<file path="src/rtl/cfc_pkg.sv">
package cfc_pkg;
  typedef enum logic [1:0] {
    FC_ACTIVE  = 2'b00,
    FC_PASSIVE = 2'b01,
    FC_BUSOFF  = 2'b10
  } fc_state_t;
endpackage

</file>
<file path="src/rtl/cfc_counters.sv">
module cfc_counters #(
  parameter int CNT_W      = 8,
  parameter int TX_ERR_INC = 8
) (
  input  logic             clk,
  input  logic             rst,
  input  logic             ctrl_reset,
  input  logic             clear,
  input  logic             hold,
  input  logic             wr_en,
  input  logic [CNT_W-1:0] wr_tec,
  input  logic [CNT_W-1:0] wr_rec,
  input  logic             tx_err,
  input  logic             rx_err,
  input  logic             tx_ok,
  input  logic             rx_ok,
  output logic [CNT_W:0]   tec_next,
  output logic [CNT_W-1:0] rec_next,
  output logic [CNT_W:0]   tec_q,
  output logic [CNT_W-1:0] rec_q
);
  localparam int TEC_W = CNT_W + 1;
  localparam logic [CNT_W-1:0] REC_MAX = {CNT_W{1'b1}};
  localparam logic [TEC_W-1:0] TX_STEP = TEC_W'(TX_ERR_INC);

  // Priority: reset/recovery clear, then software load, then events.
  always_comb begin
    tec_next = tec_q;
    rec_next = rec_q;
    if (ctrl_reset || clear) begin
      tec_next = '0;
      rec_next = '0;
    end else if (!hold) begin
      if (wr_en) begin
        tec_next = {1'b0, wr_tec};
        rec_next = wr_rec;
      end else begin
        if (tx_err)
          tec_next = tec_q + TX_STEP;
        else if (tx_ok && tec_q != '0)
          tec_next = tec_q - 1'b1;
        if (rx_err) begin
          if (rec_q != REC_MAX)
            rec_next = rec_q + 1'b1;
        end else if (rx_ok && rec_q != '0) begin
          rec_next = rec_q - 1'b1;
        end
      end
    end
  end

  always_ff @(posedge clk) begin
    if (rst) begin
      tec_q <= '0;
      rec_q <= '0;
    end else begin
      tec_q <= tec_next;
      rec_q <= rec_next;
    end
  end
endmodule

</file>
<file path="src/rtl/cfc_confine.sv">
module cfc_confine
  import cfc_pkg::*;
#(
  parameter int CNT_W       = 8,
  parameter int WARN_LVL    = 96,
  parameter int PASSIVE_LIM = 127,
  parameter int BUSOFF_LIM  = 255
) (
  input  logic             clk,
  input  logic             rst,
  input  logic             ctrl_reset,
  input  logic             recov_done,
  input  logic [CNT_W:0]   tec_next,
  input  logic [CNT_W-1:0] rec_next,
  output fc_state_t        state_q,
  output logic             warn_q
);
  localparam int TEC_W = CNT_W + 1;
  localparam logic [TEC_W-1:0] T_WARN = TEC_W'(WARN_LVL);
  localparam logic [TEC_W-1:0] T_PASS = TEC_W'(PASSIVE_LIM);
  localparam logic [TEC_W-1:0] T_BOFF = TEC_W'(BUSOFF_LIM);
  localparam logic [CNT_W-1:0] R_WARN = CNT_W'(WARN_LVL);
  localparam logic [CNT_W-1:0] R_PASS = CNT_W'(PASSIVE_LIM);

  fc_state_t state_d;
  logic      warn_d;

  // State is derived from the counter values being loaded this cycle,
  // so events and software writes both settle on the same edge.
  always_comb begin
    if (ctrl_reset || recov_done)
      state_d = FC_ACTIVE;
    else if (state_q == FC_BUSOFF)
      state_d = FC_BUSOFF;
    else if (tec_next > T_BOFF)
      state_d = FC_BUSOFF;
    else if (tec_next > T_PASS || rec_next > R_PASS)
      state_d = FC_PASSIVE;
    else
      state_d = FC_ACTIVE;
    warn_d = (tec_next >= T_WARN) || (rec_next >= R_WARN);
  end

  always_ff @(posedge clk) begin
    if (rst) begin
      state_q <= FC_ACTIVE;
      warn_q  <= 1'b0;
    end else begin
      state_q <= state_d;
      warn_q  <= warn_d;
    end
  end
endmodule

</file>
<file path="src/rtl/cfc_recovery.sv">
module cfc_recovery #(
  parameter int RUN_BITS = 11,
  parameter int RUN_SEQS = 128
) (
  input  logic clk,
  input  logic rst,
  input  logic active,
  input  logic bit_tick,
  input  logic bus_rx,
  output logic done
);
  localparam int BW = $clog2(RUN_BITS + 1);
  localparam int SW = $clog2(RUN_SEQS + 1);
  localparam logic [BW-1:0] BIT_LAST = BW'(RUN_BITS - 1);
  localparam logic [SW-1:0] SEQ_LAST = SW'(RUN_SEQS - 1);

  logic [BW-1:0] bit_cnt;
  logic [SW-1:0] seq_cnt;

  assign done = active && bit_tick && bus_rx &&
                (bit_cnt == BIT_LAST) && (seq_cnt == SEQ_LAST);

  always_ff @(posedge clk) begin
    if (rst || !active) begin
      bit_cnt <= '0;
      seq_cnt <= '0;
    end else if (bit_tick) begin
      if (!bus_rx) begin
        bit_cnt <= '0;
      end else if (bit_cnt == BIT_LAST) begin
        bit_cnt <= '0;
        seq_cnt <= seq_cnt + 1'b1;
      end else begin
        bit_cnt <= bit_cnt + 1'b1;
      end
    end
  end
endmodule

</file>
<file path="src/rtl/cfc_loopback.sv">
module cfc_loopback #(
  parameter bit ENABLE = 1'b1
) (
  input  logic clk,
  input  logic rst,
  input  logic autobaud,
  input  logic bus_rx,
  input  logic eng_tx,
  output logic eng_rx,
  output logic tx_pin
);
  logic rx_d, tx_d;

  generate
    if (ENABLE) begin : g_loop
      always_comb begin
        rx_d = autobaud ? (bus_rx & eng_tx) : bus_rx;
        tx_d = autobaud ? 1'b1 : eng_tx;
      end
    end else begin : g_pass
      logic unused_ab;
      assign unused_ab = autobaud;
      always_comb begin
        rx_d = bus_rx;
        tx_d = eng_tx;
      end
    end
  endgenerate

  always_ff @(posedge clk) begin
    if (rst) begin
      eng_rx <= 1'b1;
      tx_pin <= 1'b1;
    end else begin
      eng_rx <= rx_d;
      tx_pin <= tx_d;
    end
  end
endmodule

</file>
<file path="src/rtl/can_fault_confine.sv">
module can_fault_confine
  import cfc_pkg::*;
#(
  parameter int CNT_W       = 8,
  parameter int TX_ERR_INC  = 8,
  parameter int WARN_LVL    = 96,
  parameter int PASSIVE_LIM = 127,
  parameter int BUSOFF_LIM  = 255,
  parameter int RUN_BITS    = 11,
  parameter int RUN_SEQS    = 128,
  parameter bit AUTOBAUD_EN = 1'b1
) (
  input  logic             clk,
  input  logic             rst,
  input  logic             ctrl_reset,
  input  logic             tx_err,
  input  logic             rx_err,
  input  logic             tx_ok,
  input  logic             rx_ok,
  input  logic             cnt_wr,
  input  logic [CNT_W-1:0] wr_tec,
  input  logic [CNT_W-1:0] wr_rec,
  input  logic             bit_tick,
  input  logic             bus_rx,
  input  logic             eng_tx,
  input  logic             autobaud,
  output logic [CNT_W:0]   tec,
  output logic [CNT_W-1:0] rec,
  output logic [1:0]       fault_state,
  output logic             warn,
  output logic             eng_rx,
  output logic             tx_pin
);
  fc_state_t        state_q;
  logic             in_busoff;
  logic             recov_done;
  logic [CNT_W:0]   tec_n;
  logic [CNT_W-1:0] rec_n;

  assign in_busoff   = (state_q == FC_BUSOFF);
  assign fault_state = state_q;

  cfc_counters #(.CNT_W(CNT_W), .TX_ERR_INC(TX_ERR_INC)) u_cnt (
    .clk(clk), .rst(rst), .ctrl_reset(ctrl_reset), .clear(recov_done),
    .hold(in_busoff), .wr_en(cnt_wr), .wr_tec(wr_tec), .wr_rec(wr_rec),
    .tx_err(tx_err), .rx_err(rx_err), .tx_ok(tx_ok), .rx_ok(rx_ok),
    .tec_next(tec_n), .rec_next(rec_n), .tec_q(tec), .rec_q(rec)
  );

  cfc_confine #(
    .CNT_W(CNT_W), .WARN_LVL(WARN_LVL),
    .PASSIVE_LIM(PASSIVE_LIM), .BUSOFF_LIM(BUSOFF_LIM)
  ) u_conf (
    .clk(clk), .rst(rst), .ctrl_reset(ctrl_reset), .recov_done(recov_done),
    .tec_next(tec_n), .rec_next(rec_n), .state_q(state_q), .warn_q(warn)
  );

  cfc_recovery #(.RUN_BITS(RUN_BITS), .RUN_SEQS(RUN_SEQS)) u_rec (
    .clk(clk), .rst(rst), .active(in_busoff && !ctrl_reset),
    .bit_tick(bit_tick), .bus_rx(bus_rx), .done(recov_done)
  );

  cfc_loopback #(.ENABLE(AUTOBAUD_EN)) u_lb (
    .clk(clk), .rst(rst), .autobaud(autobaud), .bus_rx(bus_rx),
    .eng_tx(eng_tx), .eng_rx(eng_rx), .tx_pin(tx_pin)
  );
endmodule

</file>
<file path="config.mk">
export PLATFORM = sky130hd
export DESIGN_NAME = can_fault_confine
export DESIGN_NICKNAME = d
export VERILOG_FILES = /design/src/rtl/cfc_pkg.sv /design/src/rtl/cfc_counters.sv /design/src/rtl/cfc_confine.sv /design/src/rtl/cfc_recovery.sv /design/src/rtl/cfc_loopback.sv /design/src/rtl/can_fault_confine.sv
export SDC_FILE = /design/constraint.sdc
export NUM_CORES = 1
export LEC_CHECK = 0
export BUFFER_PORTS_ARGS = -buffer_cell sky130_fd_sc_hd__clkbuf_2
export CAP_MARGIN = 20
export CORE_ASPECT_RATIO = 0.6
export CORE_UTILIZATION = 43
export CTS_BUF_LIST = sky130_fd_sc_hd__clkbuf_8
export DETAILED_ROUTE_END_ITERATION = 7
export PLACE_DENSITY = 0.63
export SETUP_SLACK_MARGIN = 0.15
export SYNTH_ARGS = -nofsm -noshare
export SYNTH_HDL_FRONTEND = slang
export SYNTH_HIERARCHICAL = 1
export SYNTH_SLANG_ARGS = --single-unit
</file>
<file path="constraint.sdc">
create_clock -name clk -period 2.1 [get_ports clk]
set_input_delay 0.42 -clock clk [delete_from_list [all_inputs] [get_ports clk]]
set_output_delay 0.42 -clock clk [all_outputs]
set_load 0.01 [all_outputs]
</file>
==> Word level (Yosys, flattened, before mapping) <==
Index checks and enable logic that the tools add are counted.
{ "word_totals": {"n_memories": 0, "word_cells": 61, "output_inout_bits": 22, "ff_bits": 34, "romBits": 0, "ram_bits": 0, "input_bits": 28, "latchBits": 0} }
{ "op_classes": {"order_cmp": 5, "shifts": 0, "n_addsub": 6, "multipliers": 0, "n_eq_ne": 4, "mux": 17, "n_bitwise": 1, "div": 0, "reduce_logical": 19} }
{ "op_table": {"columns": ["operator", "count"], "rows": [
  ["8-bit two-way mux", 6],
  ["9-bit two-way mux", 5],
  ["8-bit by 1-bit adder with 8-bit output (second input constant)", 2],
  ["9-bit by 4-bit adder with 9-bit output (second input constant)", 1],
  ["9-bit by 7-bit >= comparator with 1-bit output (second input constant)", 1],
  ["9-bit by 7-bit > comparator with 1-bit output (second input constant)", 1],
  ["9-bit by 8-bit > comparator with 1-bit output (second input constant)", 1],
  ["9-bit nonzero test", 1],
  ["9-bit by 1-bit subtractor with 9-bit output (second input constant)", 1],
  ["8-bit by 7-bit equality test with 1-bit output (second input constant)", 1],
  ["8-bit by 7-bit >= comparator with 1-bit output (second input constant)", 1],
  ["8-bit by 7-bit > comparator with 1-bit output (second input constant)", 1],
  ["4-bit two-way mux", 2],
  ["8-bit inequality test (second input constant)", 1],
  ["8-bit nonzero test", 1],
  ["8-bit by 1-bit subtractor with 8-bit output (second input constant)", 1],
  ["1-bit logical AND", 7],
  ["4-bit by 1-bit adder with 4-bit output (second input constant)", 1],
  ["4-bit equality test (second input constant)", 1],
  ["1-bit logical OR", 4],
  ["2-bit two-way mux", 2],
  ["2-bit OR reduction", 2],
  ["4-bit OR reduction", 1],
  ["3-bit AND reduction", 1],
  ["4 further kinds", 6]
]} }

==> Longest topological paths before layout <==
{ "logic_depth": {"depth_word": 13, "mapped_depth": 10, "mapped_depth_nobuf": 10} }

==> Modules after synthesis <==
The synthesis kept the hierarchy.
{ "by_module_without_submodules": {"columns": ["module", "seq_area_each_um2", "area_each_um2", "n_inst", "cells_each"], "rows": [
  ["cfc_counters", 340.3, 1661.6, 1, 223],
  ["cfc_recovery", 240.2, 658.1, 1, 76],
  ["cfc_confine", 60.1, 115.1, 1, 12],
  ["cfc_loopback", 40.0, 60.1, 1, 5],
  ["can_fault_confine", 0.0, 18.8, 1, 2]
]} }

==> Worst setup path after synthesis <==
Ideal clock, no wire load.
{ "synth_timing": {"kind": "reg-to-reg", "start": "register u_rec.bit_cnt[0]", "end": "register u_conf.state_q[0]", "arrival_ns": 2.084, "required_time_ns": 2.013, "period_less_slack_ns": 2.171, "setup_slack_ns": -0.071, "stages_incl_launch_ff": 11, "n_path_buf": 2, "setup_ns": 0.087, "cell_sequence": "dfxtp_1 > inv_1 > ha_1 > and4b_1 > and4_1 > or2_2 > clkbuf_1 > clkbuf_1 > a21oi_1 > nor2_1 > nor4b_2"} }
{ "synth_between": {"elab_chain_cells": 8, "word_cells_on_any_way": 12, "cone_classes": "order compare: 3; eq/ne: 1; mux: 3; reduce/logical: 5"} }
{ "synth_rtl": {"columns": ["item", "line", "text"], "rows": [
  ["start: declaration", "cfc_recovery.sv:17", "logic [BW-1:0] bit_cnt;"],
  ["start signal: assignment", "cfc_recovery.sv:34", "bit_cnt <= bit_cnt + 1'b1;"],
  ["4-bit equality test (*)", "cfc_recovery.sv:21", "(bit_cnt == BIT_LAST) && (seq_cnt == SEQ_LAST);"],
  ["1-bit logical AND (*)", "cfc_recovery.sv:20", "assign done = active && bit_tick && bus_rx &&"],
  ["1-bit logical AND (*)", "cfc_recovery.sv:21", null],
  ["named net recov_done", "can_fault_confine.sv:36", "logic recov_done;"],
  ["1-bit logical OR (*)", "cfc_counters.sv:30", "if (ctrl_reset || clear) begin"],
  ["9-bit two-way mux (*)", "cfc_counters.sv:30", null],
  ["named net tec_n[7]", "can_fault_confine.sv:37", "logic [CNT_W:0] tec_n;"],
  ["9-bit by 7-bit > comparator with 1-bit output", "cfc_confine.sv:37", "else if (tec_next > T_PASS || rec_next > R_PASS)"],
  ["1-bit logical OR", "cfc_confine.sv:37", null],
  ["1-bit two-way mux", "cfc_confine.sv:37", null],
  ["end signal: assignment", "cfc_confine.sv:49", "state_q <= state_d;"],
  ["end: declaration", "cfc_confine.sv:15", "output fc_state_t state_q,"]
]} }
Mark *: on every way through the listed nets, which the timed path passes. The rest lies on a longest branch.
A chain may end at the register's enable or synchronous reset.

==> Worst setup path in the final report <==
{ "layout_timing": {"start": "register u_rec.bit_cnt[0]", "end": "register u_cnt.tec_q[6]"} }
{ "layout_between": {"elab_chain_cells": 5} }
{ "layout_rtl": {"columns": ["item", "line", "text"], "rows": [
  ["4-bit equality test", "cfc_recovery.sv:21", null],
  ["1-bit logical AND", "cfc_recovery.sv:20", null],
  ["1-bit logical AND", "cfc_recovery.sv:21", null],
  ["named net recov_done", "can_fault_confine.sv:36", null],
  ["1-bit logical OR", "cfc_counters.sv:30", null],
  ["9-bit two-way mux", "cfc_counters.sv:30", null],
  ["end signal: assignment", "cfc_counters.sv:57", "tec_q <= tec_next;"],
  ["end: declaration", "cfc_counters.sv:19", "output logic [CNT_W:0] tec_q,"]
]} }
The timed path passes the listed nets, and every way through them passes these cells.

==> results.md <==
Run status:
- The run finished with clean final reports.

Layout:
- The non-filler instance count after layout is 472.
- The total non-filler cell area in the finished layout is 3370 µm².
- The most common library cell in the layout ignoring fill and taps is sky130_fd_sc_hd__clkbuf_2.
- The final net count is around 430.
- Relative to the synthesized area, the layout overhead comes to 36.6%.
- 0 antenna diodes ended up in the layout.
- The library cells used most frequently in the layout, excluding fill and tap cells, are 49 x sky130_fd_sc_hd__clkbuf_2, 47 x sky130_fd_sc_hd__buf_4, 25 x sky130_fd_sc_hd__dfxtp_1, 21 x sky130_fd_sc_hd__nor2_1, 20 x sky130_fd_sc_hd__nand2_1.
- Of the cells placed in the final design, the portion with a size suffix greater than 1 is 0.420.

Drt:
- After detailed routing, the met3 layer carries 681 µm of wire.
- The post-route antenna net violation count is 0.
- The number of remaining DRC errors is 0.
- The number of detailed-routing iterations run before antenna repair is 6.
- The detailed router used layers up to and including met4.
- The final routed wire length divided by cell count is 17.2 µm.
- The met2 wirelength from detailed routing is approximately 3200 µm.
- Dividing the detail-routed via count by the number of cells gives 5.88.
- In this run, the number of DRC markers left after iteration 0 of detailed routing was 202.
- The total routed wire length on the met1 layer is between 4000 and 5000 µm.
- Summed over all layers, the routed wires come to about 8100 µm.
- Summing over every cut layer, the via total after detailed routing is 2774.

Yosys:
- During synthesis, Yosys emitted a total of 6 warnings.
- When the netlist entered floorplanning its net count stood at roughly 350.
- Averaged over all synthesized cells, the footprint is 8.01 µm².
- The cell area after synthesis is 2470 µm².
- The synthesized instance count is 308.

Setup path:
- For the worst setup path, the data required time is about 2.3 ns.
- The critical path capture point type is a flip-flop.
- For the worst setup path, the data arrival time is 2.23 ns.
- The stage delay of the slowest cell on the critical path is 0.67 ns.
- Among all stages on the critical path, the largest delay is contributed by sky130_fd_sc_hd__or3_2.
- The worst setup path is launched from a flip-flop.
- The critical setup path kind is flip-flop to flip-flop.
- The count of cells along the worst register-to-register path is 6.
- The signal on the critical path passes through inv_1, ha_2, and4b_2, and4_4, or3_2, a21oi_1.
- The highest net fanout along the worst path is 14.

STA:
- For the pin with the worst max-slew slack, the measured transition is 0.485 ns.
- In the finished design, the share of the clock period the worst path needs comes to 0.966.
- The final hold violation count is 0.
- The setup-violating endpoint count in the final report is 0.
- Based on the critical path, the design can be clocked at up to 493 MHz.
- The max-slew violation total from the final report is 0.
- The final worst clock skew is 0.00669 ns.
- The relative max-transition margin is 0.677.
- The shortest clock period the worst path allows after layout is approximately 2 ns.
- Summed over all failing endpoints, the final setup total negative slack is 0 ns.
- Setup repair after global routing could not meet its margin everywhere.
- Once routing completed, OpenROAD measured the worst setup slack at between 0.07 and 0.08 ns.

Placement:
- The count of buffers inserted at the top-level ports is 49.
- The post-placement worst setup slack is -0.0258 ns.
- After legalization and detailed placement, the total HPWL measured approximately 6000 µm.
- The cell total after placement is 453.
- The congestion estimate from routability-driven global placement came to 0.894.
- The placed instance area is 3070 µm².

Die:
- The die covers 6050 µm².
- The number of rows in the core area is 20.
- In this run the standard cell core region covers 5280 µm².
- For this configuration, the core starts out at a cell density of 0.467.
- The die is 60.7 µm tall.
- The count of boundary I/O pins is 50.
- The die outline width is 99.8 µm.

Power:
- The portion of total power attributed to combinational logic is 0.271.
- The areal power density over the cells is 479 nW/µm².
- Across the VDD grid, the largest voltage drop is 0.372 mV.
- Of the total power, the share spent switching nets is 0.304.
- The internal power of the cells totals 0.00112 W.
- The share of total power dissipated in sequential elements is 0.424.
- The clock share of power is 0.305.
- The design draws 0.00161 W.
- The power spent charging and discharging nets is 0.000491 W.
- The leakage power of the design is roughly 1.4 nW.

Global route:
- The initial antenna violation count was 0.
- The wire length of the first global-routing pass is 12500 µm.
- The number of global-route vias before repair is around 2400.
- For this run, the total global-route usage over all layers was measured as 0.270.
- The largest net degree at the start of global routing is 17.
- The final global-route overflow total is 0.

Clock network:
- The insertion delay to the later sink of the worst-skew pair is about 0.28 ns.
- The cell at the root of the clock tree is sky130_fd_sc_hd__clkbuf_8.
- The number of H-tree levels is 2.
- The number of hold-repair buffers added at the cts stage is 0.
- Buffers inserted during clock tree synthesis total 5.
- After clock tree synthesis, the clock-pin slew on the worst setup and hold paths is roughly 0.070 ns.
- The longest clock path from root to sink contains 2 buffers.
- The clock sink total is 34.
- TritonCTS built the clock tree.

Min path:
- The worst hold-check path type is input port to flip-flop.
- Counting instances, the worst hold path has a depth of 2.

Job:
- The number of max-cap violations is 0.
==> registers in the layout (all words and copies together) (netlist names) <==
signal	count
u_cnt/rec_q	8
u_cnt/tec_q	9
u_rec/bit_cnt	4
u_lb/tx_pin	1
u_conf/state_q	2
u_rec/seq_cnt	8
u_conf/warn_q	1
u_lb/eng_rx	1
==> stage by stage <==
stage               hold WS [ns]  utilization
finish                     0.332        0.638
global route               0.337        0.638
CTS                        0.329        0.612
detailed placement         0.473        0.581
global placement           0.459        0.581
floorplan                  0.446            -
==> layer usage <==
layer  vias up  global-route usage
met5         -                   0
met4         0              0.0546
met3        14              0.0449
met2       123               0.367
met1      1289               0.436
li1       1348                   -
==> path summary, 6_finish.rpt <==
kind,slack [ns],to,startpoint
setup / recovery,0.07,u_cnt/tec_q[6]$_SDFF_PP0_,u_rec/bit_cnt[0]$_SDFFE_PP0P_
setup reg to reg,0.07,u_cnt/tec_q[6]$_SDFF_PP0_,u_rec/bit_cnt[0]$_SDFFE_PP0P_
hold reg to reg,0.47,u_rec/bit_cnt[0]$_SDFFE_PP0P_,u_rec/bit_cnt[0]$_SDFFE_PP0P_
hold / removal,0.33,u_lb/tx_pin$_SDFF_PP1_,autobaud
==> power by group through the flow <==
stage	combinational (W)	sequential [W]	clock, W
3_3_place_gp	0.000372	0.000699	0
4_1_cts	0.000396	0.000683	0.000504
2_1_floorplan	0.000219	0.000707	0
6_report	0.000437	0.000684	0.000493
3_5_place_dp	0.000375	0.000700	0
5_1_grt	0.000470	0.000687	0.000528
==> layout make-up <==
class                   count  area, µm²
clock inverters             1       3.75
repair buffers             96        598
fillers                   465       1910
flip-flops and latches     34        699
clock buffers               6       82.6
inverters                  17       68.8
multi-input cells         241       1820
well taps                  77       96.3
==> repair_timing <==
item,CTS,global route
gates resized for setup,9,29
endpoints found under the setup margin,14,19
setup buffers,6,6
pin swaps,11,16
==> worst max-delay path, delay by kind of cell (launching register included) <==
| kind | cells | cell delay (ns) |
|---|---|---|
| compound gates | 1 | 0.24 |
| fa+ha+maj | 1 | 0.19 |
| buf+inv | 1 | 0.06 |
| flops | 1 | 0.34 |
| simple gates | 3 | 1.12 |
No activity file was read; power rests on OpenSTA's default activity.
